**src/rtl/irqagg_pkg.sv**
```systemverilog
package irqagg_pkg;
    typedef enum logic {
        SEL_STATUS = 1'b0,
        SEL_MASK   = 1'b1
    } reg_sel_e;
endpackage

```
**src/rtl/irqagg_sync.sv**
```systemverilog
module irqagg_sync #(
    parameter int N_SRC = 8
) (
    input  logic             clk,
    input  logic             rst_n,
    input  logic [N_SRC-1:0] async_i,
    output logic [N_SRC-1:0] sync_o
);
    typedef struct packed {
        logic [N_SRC-1:0] meta;
        logic [N_SRC-1:0] stable;
    } sync_st_t;

    sync_st_t st_d, st_q;

    always_comb begin
        st_d        = st_q;
        st_d.meta   = async_i;
        st_d.stable = st_q.meta;
    end

    always_ff @(posedge clk or negedge rst_n) begin
        if (!rst_n) st_q <= '0;
        else        st_q <= st_d;
    end

    assign sync_o = st_q.stable;
endmodule

```
**src/rtl/irqagg_detect.sv**
```systemverilog
module irqagg_detect #(
    parameter int               N_SRC     = 8,
    parameter logic [N_SRC-1:0] EDGE_MODE = '0
) (
    input  logic             clk,
    input  logic             rst_n,
    input  logic [N_SRC-1:0] sync_i,
    input  logic             lvl_block_i,
    output logic [N_SRC-1:0] edge_evt_o,
    output logic [N_SRC-1:0] set_o
);
    typedef struct packed {
        logic [N_SRC-1:0] prev;
    } det_st_t;

    det_st_t st_d, st_q;

    always_comb begin
        st_d      = st_q;
        st_d.prev = sync_i;
    end

    always_ff @(posedge clk or negedge rst_n) begin
        if (!rst_n) st_q <= '0;
        else        st_q <= st_d;
    end

    for (genvar b = 0; b < N_SRC; b++) begin : g_bit
        if (EDGE_MODE[b]) begin : g_edge
            assign edge_evt_o[b] = sync_i[b] & ~st_q.prev[b];
            assign set_o[b]      = edge_evt_o[b];
        end else begin : g_level
            assign edge_evt_o[b] = 1'b0;
            assign set_o[b]      = sync_i[b] & ~lvl_block_i;
        end
    end
endmodule

```
**src/rtl/irqagg_timer.sv**
```systemverilog
module irqagg_timer #(
    parameter int HOLD_CYC = 3200
) (
    input  logic clk,
    input  logic rst_n,
    input  logic load_i,
    output logic busy_o
);
    localparam int CW = $clog2(HOLD_CYC + 1);

    typedef struct packed {
        logic [CW-1:0] cnt;
    } tmr_st_t;

    tmr_st_t st_d, st_q;

    always_comb begin
        st_d = st_q;
        if (load_i)
            st_d.cnt = CW'(HOLD_CYC);
        else if (st_q.cnt != '0)
            st_d.cnt = st_q.cnt - 1'b1;
    end

    always_ff @(posedge clk or negedge rst_n) begin
        if (!rst_n) st_q <= '0;
        else        st_q <= st_d;
    end

    assign busy_o = (st_q.cnt != '0);

    p_timer_bound_r3: assert property (@(posedge clk) disable iff (!rst_n)
        st_q.cnt <= CW'(HOLD_CYC));

    p_timer_load_r3: assert property (@(posedge clk) disable iff (!rst_n)
        load_i |=> busy_o);
endmodule

```
**src/rtl/fault_irq_agg.sv**
```systemverilog
module fault_irq_agg #(
    parameter int               N_SRC     = 8,
    parameter logic [N_SRC-1:0] EDGE_MODE = '0,
    parameter int               CLK_MHZ   = 100,
    parameter int               HOLD_US   = 32
) (
    input  logic             clk,
    input  logic             rst_n,
    input  logic [N_SRC-1:0] fault_i,
    input  logic             rd_en_i,
    input  logic             wr_en_i,
    input  logic             reg_sel_i,
    input  logic [N_SRC-1:0] wr_data_i,
    output logic [N_SRC-1:0] rd_data_o,
    output logic             irq_oe_o,
    output logic             irq_od_o
);
    import irqagg_pkg::*;

    localparam int               HOLD_CYC = CLK_MHZ * HOLD_US;
    localparam logic [N_SRC-1:0] LVL_BITS = ~EDGE_MODE;

    typedef struct packed {
        logic [N_SRC-1:0] status;
        logic [N_SRC-1:0] mask;
    } agg_st_t;

    agg_st_t st_d, st_q;

    reg_sel_e         sel;
    logic             clr;
    logic             hold_busy;
    logic [N_SRC-1:0] sync_flags;
    logic [N_SRC-1:0] edge_evt;
    logic [N_SRC-1:0] set_vec;

    assign sel = reg_sel_e'(reg_sel_i);
    assign clr = rd_en_i && (sel == SEL_STATUS);

    irqagg_sync #(.N_SRC(N_SRC)) u_sync (
        .clk     (clk),
        .rst_n   (rst_n),
        .async_i (fault_i),
        .sync_o  (sync_flags)
    );

    irqagg_timer #(.HOLD_CYC(HOLD_CYC)) u_timer (
        .clk    (clk),
        .rst_n  (rst_n),
        .load_i (clr),
        .busy_o (hold_busy)
    );

    irqagg_detect #(.N_SRC(N_SRC), .EDGE_MODE(EDGE_MODE)) u_detect (
        .clk         (clk),
        .rst_n       (rst_n),
        .sync_i      (sync_flags),
        .lvl_block_i (hold_busy | clr),
        .edge_evt_o  (edge_evt),
        .set_o       (set_vec)
    );

    always_comb begin
        st_d = st_q;
        // a new capture outranks the clear on the same edge
        st_d.status = (clr ? '0 : st_q.status) | set_vec;
        if (wr_en_i && sel == SEL_MASK)
            st_d.mask = wr_data_i;
    end

    always_ff @(posedge clk or negedge rst_n) begin
        if (!rst_n) st_q <= '0;
        else        st_q <= st_d;
    end

    assign rd_data_o = (sel == SEL_MASK) ? st_q.mask : st_q.status;
    assign irq_oe_o  = |(st_q.status & ~st_q.mask);
    assign irq_od_o  = 1'b0;

    p_sticky_r1: assert property (@(posedge clk) disable iff (!rst_n)
        !clr |=> ((st_q.status & $past(st_q.status)) == $past(st_q.status)));

    p_clear_r4: assert property (@(posedge clk) disable iff (!rst_n)
        clr |=> ((st_q.status & ~$past(edge_evt)) == '0));

    p_hold_r3: assert property (@(posedge clk) disable iff (!rst_n)
        hold_busy |=> ((st_q.status & ~$past(st_q.status) & LVL_BITS) == '0));

    p_mask_wr_r5: assert property (@(posedge clk) disable iff (!rst_n)
        (wr_en_i && sel == SEL_MASK) |=> (st_q.mask == $past(wr_data_i)));

    p_mask_keep_r5: assert property (@(posedge clk) disable iff (!rst_n)
        !(wr_en_i && sel == SEL_MASK) |=> $stable(st_q.mask));

    p_quiet_r7: assert property (@(posedge clk) disable iff (!rst_n)
        (clr && edge_evt == '0) |=> !irq_oe_o);

    p_od_zero_r7: assert property (@(posedge clk) disable iff (!rst_n)
        irq_od_o == 1'b0);
endmodule

```
**config.mk**
```make
export PLATFORM = sky130hd
export DESIGN_NAME = fault_irq_agg
export DESIGN_NICKNAME = d
export VERILOG_FILES = /design/src/rtl/irqagg_pkg.sv /design/src/rtl/irqagg_sync.sv /design/src/rtl/irqagg_detect.sv /design/src/rtl/irqagg_timer.sv /design/src/rtl/fault_irq_agg.sv
export SDC_FILE = /design/constraint.sdc
export NUM_CORES = 1
export LEC_CHECK = 0
export BUFFER_PORTS_ARGS = -buffer_cell sky130_fd_sc_hd__buf_2
export CAP_MARGIN = 30
export CORE_ASPECT_RATIO = 1.25
export CORE_MARGIN = 3
export CORE_UTILIZATION = 49
export DETAILED_ROUTE_END_ITERATION = 16
export PLACE_DENSITY = 0.74
export RECOVER_POWER = 25
export SYNTH_ARGS = -nofsm -noshare
export SYNTH_HDL_FRONTEND = slang
export SYNTH_SLANG_ARGS = --single-unit
export TNS_END_PERCENT = 20
```
**constraint.sdc**
```tcl
create_clock -name clk -period 1.7 [get_ports clk]
set_input_delay 0.255 -clock clk [delete_from_list [all_inputs] [get_ports clk]]
set_output_delay 0.255 -clock clk [all_outputs]
set_load 0.005 [all_outputs]
```
==> results of run 1 <==
synth_stat cells, drive strengths merged (2+ instances only):
library cell / number
a2111oi: 3
a211oi: 2
a21oi: 12
buf: 2
clkbuf: 5
dfrtp: 44
ha: 2
inv: 10
mux2: 8
nand2: 12
nand2b: 3
nor2: 14
nor4: 2
o21ai: 10
o22ai: 4
or2: 3
or3: 4
or4: 2
xnor2: 5
how the worst min path moves through the flow:
stage	start	to	slack [ps]	depth (start not counted)
floorplan	rst_n	st_q[0]$_DFFE_PN0P_	-40	0
finish	fault_i[7]	u_sync.st_d[7]$_DFF_PN0_	60	1
global route	fault_i[4]	u_sync.st_d[4]$_DFF_PN0_	50	1
CTS	rst_n	u_timer.st_q[8]$_DFFE_PN0P_	40	2
global placement	u_sync.st_d[0]$_DFF_PN0_	u_sync.sync_o[0]$_DFF_PN0_	330	0
detailed placement	u_sync.st_d[0]$_DFF_PN0_	u_sync.sync_o[0]$_DFF_PN0_	330	0
sequential cells by signal, indices dropped and copies added (netlist names):
signal	cells
st_q	16
u_timer.st_q	12
u_sync.sync_o	8
u_sync.st_d	8
repair_timing:
item	4_1_cts	5_1_grt
resized for setup	5	9
endpoints found under the setup margin	5	17
buffers inserted	6	4
pin swaps	3	8
hold buffers	0	0
power by group:
group          internal [uW]  switching, uW  total [uW]  leakage, uW
clock network            442            356         799    0.0000548
registers               1190            166        1350     0.000536
logic                    340            354         694     0.000450
area by class of cell:
class                           instances  share of cell area
Multi-Input combinational cell         99               0.309
Tap cell                               39              0.0212
Clock buffer                            5              0.0299
Sequential cell                        44               0.478
Inverter                               10              0.0163
Timing Repair Buffer                   47               0.125
Clock inverter                          3              0.0201
metal layers:
layer | share of wire | wire [um] | vias up
met2 | 0.51 | 1820 | 32
met5 | 0 | 0 | -
met3 | 0.038 | 136 | 10
met1 | 0.43 | 1550 | 648
li1 | - | - | 639
met4 | 0.020 | 70 | 0
kinds of logic after synthesis:
family,share of synthesized area
buf+inv,0.0385
xor+xnor,0.0236
other cells,0.00202
simple gates,0.149
flops,0.594
mux,0.0540
fa+ha+maj,0.0135
compound gates,0.126
stage by stage:
stage                     hold slack, ps  worst slack [ps]  area [sq um]  utilization  instances
after floorplan                    -40.6              2.37          1860            -        160
after global placement               332              11.4          2080        0.581        229
after detailed placement             335             -76.2          2080        0.581        229
after CTS                           41.5             -54.9          2250        0.629        243
after global routing                48.0              -147          2300        0.645        247
final                               63.0             -63.5          2300        0.645        247
==> impl_metrics.yaml, run 1 <==
grt:
  grt_max_degree: 45
  grt_util_met3: 0.0360
  grtUsageMet2: 0.269
  antenna_found_initial: 0
  grt_pass1_vias: 1257
  grt_overflow: 0
  top_usage_layer: "met2"
  grt_usage: 0.168
  grt_pass1_wl_mm: 5.68
  use_met1: 0.218
sta:
  layout_setup_ws_ps: -63.5
  slew_headroom: 0.295
  finalMaxSlewViolations: 0
  fin_skew_ps: 9.44
  tns_ps: -112
  grt_setup_unrepaired: "true"
  worst_pin_slew_ps: 1060
  finalCriticalPeriod_ps: 1760
  hold_violations: 0
  clock.fmax_mhz: 567
  final.period_utilization: 1.04
  finalSetupViolations: 3
route:
  vias: 1329
  drt_iter0_drc: 45
  wl_per_cell_um: 14.5
  drt_wl_total_mm: 3.58
  drt-pass1-iter-count: 5
  avgViaCountPerCell: 5.38
  route.antenna.remaining_nets: 0
  remaining_drc_errors: 0
synth:
  synth.area.top_cells: "dfrtp_1, mux2_2, a21oi_1"
  syn_area_per_cell_sq_um: 11.6
  syn_inst: 160
  ys_seq_area_frac: 0.594
  synth.top_cell.area_share: 0.594
  yosysWarnings: 0
  ys_types: 37
  yosys.area.top_type: "dfrtp_1"
  synthArstFlopShare: 1.00
  ys.flop_type: "dfrtp_1"
  synthesis.area_sq_um: 1850
  syn-num-nets: 183
  synth_edf_count: 0
  ys_ff_latch: 44
worst_setup_path:
  crit_fanout: 5
  crit_path_top_delay_cell: "dfrtp_1"
  critPathKind: "flip-flop to flip-flop"
  crit_path_end_kind: "flip-flop"
  r2r-start: "u_timer.st_q[1]$_DFFE_PN0P_"
  max_stage_delay_ps: 410
  cp-endpoint: "u_timer.st_q[10]$_DFFE_PN0P_"
  crit_required_ps: 1860
  startpoint: "u_timer.st_q[1]$_DFFE_PN0P_"
  path_cells: "inv_1 -> ha_1 -> or3b_4 -> or2_1 -> o31ai_1 -> o311ai_1"
  rr_endpoint: "u_timer.st_q[10]$_DFFE_PN0P_"
  cp_data_arrival_time_ps: 1930
  crit_family: "simple AND/OR/NAND/NOR gates"
  start_kind: "flip-flop"
  cp.depth: 6
  worstPathBufferInverterCount: 1
  r2r_setup_slack_ps: -60
  r2r_cells: 6
clock_tree:
  clkLatencyLatePin_ps: 290
  root_buffer: "clkbuf_8"
  cts_buffer_depth: 2
  cts.htree.levels: 2
  cts_tree: "done"
  clock-sinks: 44
  numCtsBuffers: 5
  path_clk_slew_ps: 80
placed_design:
  gp_congestion: 0.810
  port_buffers: 29
  dpl.hpwl_mm: 2.33
cells_and_area:
  multiInputGateArea_sq_um: 713
  nNetsFinal: 230
  area_growth_syn_to_layout_pct: 24.4
  regArea_sq_um: 1100
  num_antenna_cells: 0
  final_common_cell: "dfrtp_1"
  drive_gt1_frac: 0.389
  fill_cells: 271
  layout_common_cells: "dfrtp_1, buf_2, nor2_1, buf_4, nand2_1"
floorplan:
  fp.dieW_um: 61.0
  initial_core_util: 0.519
  dieArea_sq_um: 4560
  die_h_um: 74.8
  io_pins: 31
  rows: 24
  fp.coreArea_sq_um: 3570
power_and_ir_drop:
  vdd_drop_max_mv: 0.708
  power_leakage_uw: 0.00104
  power_density_nw_per_um2: 1240
  power_uw: 2850
flow_run:
  max-cap-violations: 0
worst_hold_path:
  hp-class: "input pin to flip-flop"
outcome:
  violations: "setup timing"
  run_status: "finished with violations"
Note: power is estimated with default switching activity, not from simulation.
==> run 2: changes to the inputs <==
- SETUP_SLACK_MARGIN: default -> 0.5
==> impl_metrics.yaml, run 2 (synthesis results as in run 1) <==
outcome:
  run_status: "finished with violations"
  violations: "setup timing"
clock_tree:
  cts.htree.levels: 2
  clock-sinks: 44
  hold_buffers: 0
  root_buffer: "clkbuf_8"
  clkLatencyLatePin_ps: 300
  numCtsBuffers: 5
  cts_buffer_depth: 2
  cts_tree: "done"
  path_clk_slew_ps: 80
sta:
  fin_skew_ps: 5.12
  slew_headroom: 0.287
  finalCriticalPeriod_ps: 1770
  worst_pin_slew_ps: 1070
  holdWs_ps: 59.8
  final.period_utilization: 1.04
  clock.fmax_mhz: 566
  grt_setup_unrepaired: "true"
  layout_setup_ws_ps: -66.6
  finalSetupViolations: 5
  hold_violations: 0
  tns_ps: -168
  finalMaxSlewViolations: 0
placed_design:
  port_buffers: 29
  dpl.hpwl_mm: 2.45
  place_inst: 228
  gp_congestion: 0.816
worst_setup_path:
  crit_fanout: 2
  start_kind: "flip-flop"
  cp_data_arrival_time_ps: 1510
  crit_required_ps: 1440
  crit_path_end_kind: "output port"
  critPathKind: "flip-flop to output port"
  startpoint: "st_q[10]$_DFF_PN0_"
  r2r-start: "u_timer.st_q[0]$_DFFE_PN0P_"
cells_and_area:
  area_growth_syn_to_layout_pct: 30.4
  top_register: "st_q"
  num_antenna_cells: 0
  final_common_cell: "dfrtp_1"
  largest_reg_flops: 16
  final_cells: 248
  layout_common_cells: "dfrtp_1, buf_2, nor2_1"
  reg.largest.list: "st_q (16), u_timer.st_q (12)"
  drive_gt1_frac: 0.435
  nNetsFinal: 231
floorplan:
  initial_core_util: 0.519
  fp.dieW_um: 61.0
  io_pins: 31
  die_h_um: 74.8
  fp.coreArea_sq_um: 3570
  rows: 24
  dieArea_sq_um: 4560
worst_hold_path:
  hold_path_startpoint: "fault_i[2]"
  hp-class: "input pin to flip-flop"
route:
  route.antenna.remaining_nets: 0
  drt-pass1-iter-count: 4
  drt_wl_total_mm: 3.95
  wl_per_cell_um: 15.9
  remaining_drc_errors: 0
  avgViaCountPerCell: 5.57
  drt_iter0_drc: 77
  vias: 1382
grt:
  grt_pass1_wl_mm: 6.32
  grt_pass1_vias: 1438
  grt_overflow: 0
  grt_usage: 0.191
  antenna_found_initial: 0
  grt_max_degree: 45
power_and_ir_drop:
  vdd_drop_max_mv: 0.725
  power.share.switching: 0.331
  power_leakage_uw: 0.00105
  power_frac_seq: 0.435
  power_density_nw_per_um2: 1290
  p_comb_frac: 0.307
  p_int_uw: 2090
  clock_power_share: 0.259
  p_sw_uw: 1030
flow_run:
  max-cap-violations: 0
==> run 2: per-stage QoR <==
stage          setup slack, ps  instance area, sq um  total power [uW]  utilization
3_5_place_dp             -86.2                  2070              2020        0.579
6_report                 -66.6                  2420              3120        0.676
2_1_floorplan             43.7                  1860              1810            -
4_1_cts                  -66.3                  2370              3080        0.664
5_1_grt                   -119                  2420              3280        0.676
3_3_place_gp              8.91                  2070              1980        0.579
==> run 2: power groups by stage <==
stage               registers, uW  clock network (uW)  logic [uW]
finish                       1360                 807         957
global route                 1380                 879        1030
CTS                          1350                 832         901
detailed placement           1360                   0         661
global placement             1350                   0         626
floorplan                    1340                   0         473
==> run 2: routing by layer <==
layer  vias to the layer above  share of wire  track usage
li1                        642              -            -
met1                       690           0.41        0.219
met2                        36           0.53        0.325
met3                        14          0.032       0.0377
met4                         0          0.028        0.111
met5                         -              0            0
==> run 2: final timing paths <==
check,depth (start not counted),endpoint,slack [ps]
setup / recovery,4,irq_oe_o,-70
hold / removal,1,u_sync.st_d[2]$_DFF_PN0_,60
setup reg to reg,6,u_timer.st_q[10]$_DFFE_PN0P_,-60
hold reg to reg,0,u_sync.sync_o[5]$_DFF_PN0_,350
max in group asynchronous,2,st_q[2]$_DFFE_PN0P_,820
min in group asynchronous,2,u_timer.st_q[8]$_DFFE_PN0P_,220
==> run 2: layout make-up <==
class | instances | area (sq um)
fillers | 249 | 1160
flip-flops and latches | 44 | 1100
multi-input cells | 99 | 800
repair buffers | 48 | 314
clock buffers | 5 | 68.8
well taps | 39 | 48.8
clock inverters | 3 | 46.3
inverters | 10 | 37.5
==> run 2: critical path: stages, from the launching register on <==
cell     delay [ps]
dfrtp_1         400
inv_2            80
o22ai_2          70
or4_4           540
buf_6           130
==> run 2: what timing repair did <==
action,4_1_cts,5_1_grt
resized for setup,28,9
endpoints found under the setup margin,29,29
pin swaps,20,17
buffers inserted,10,2
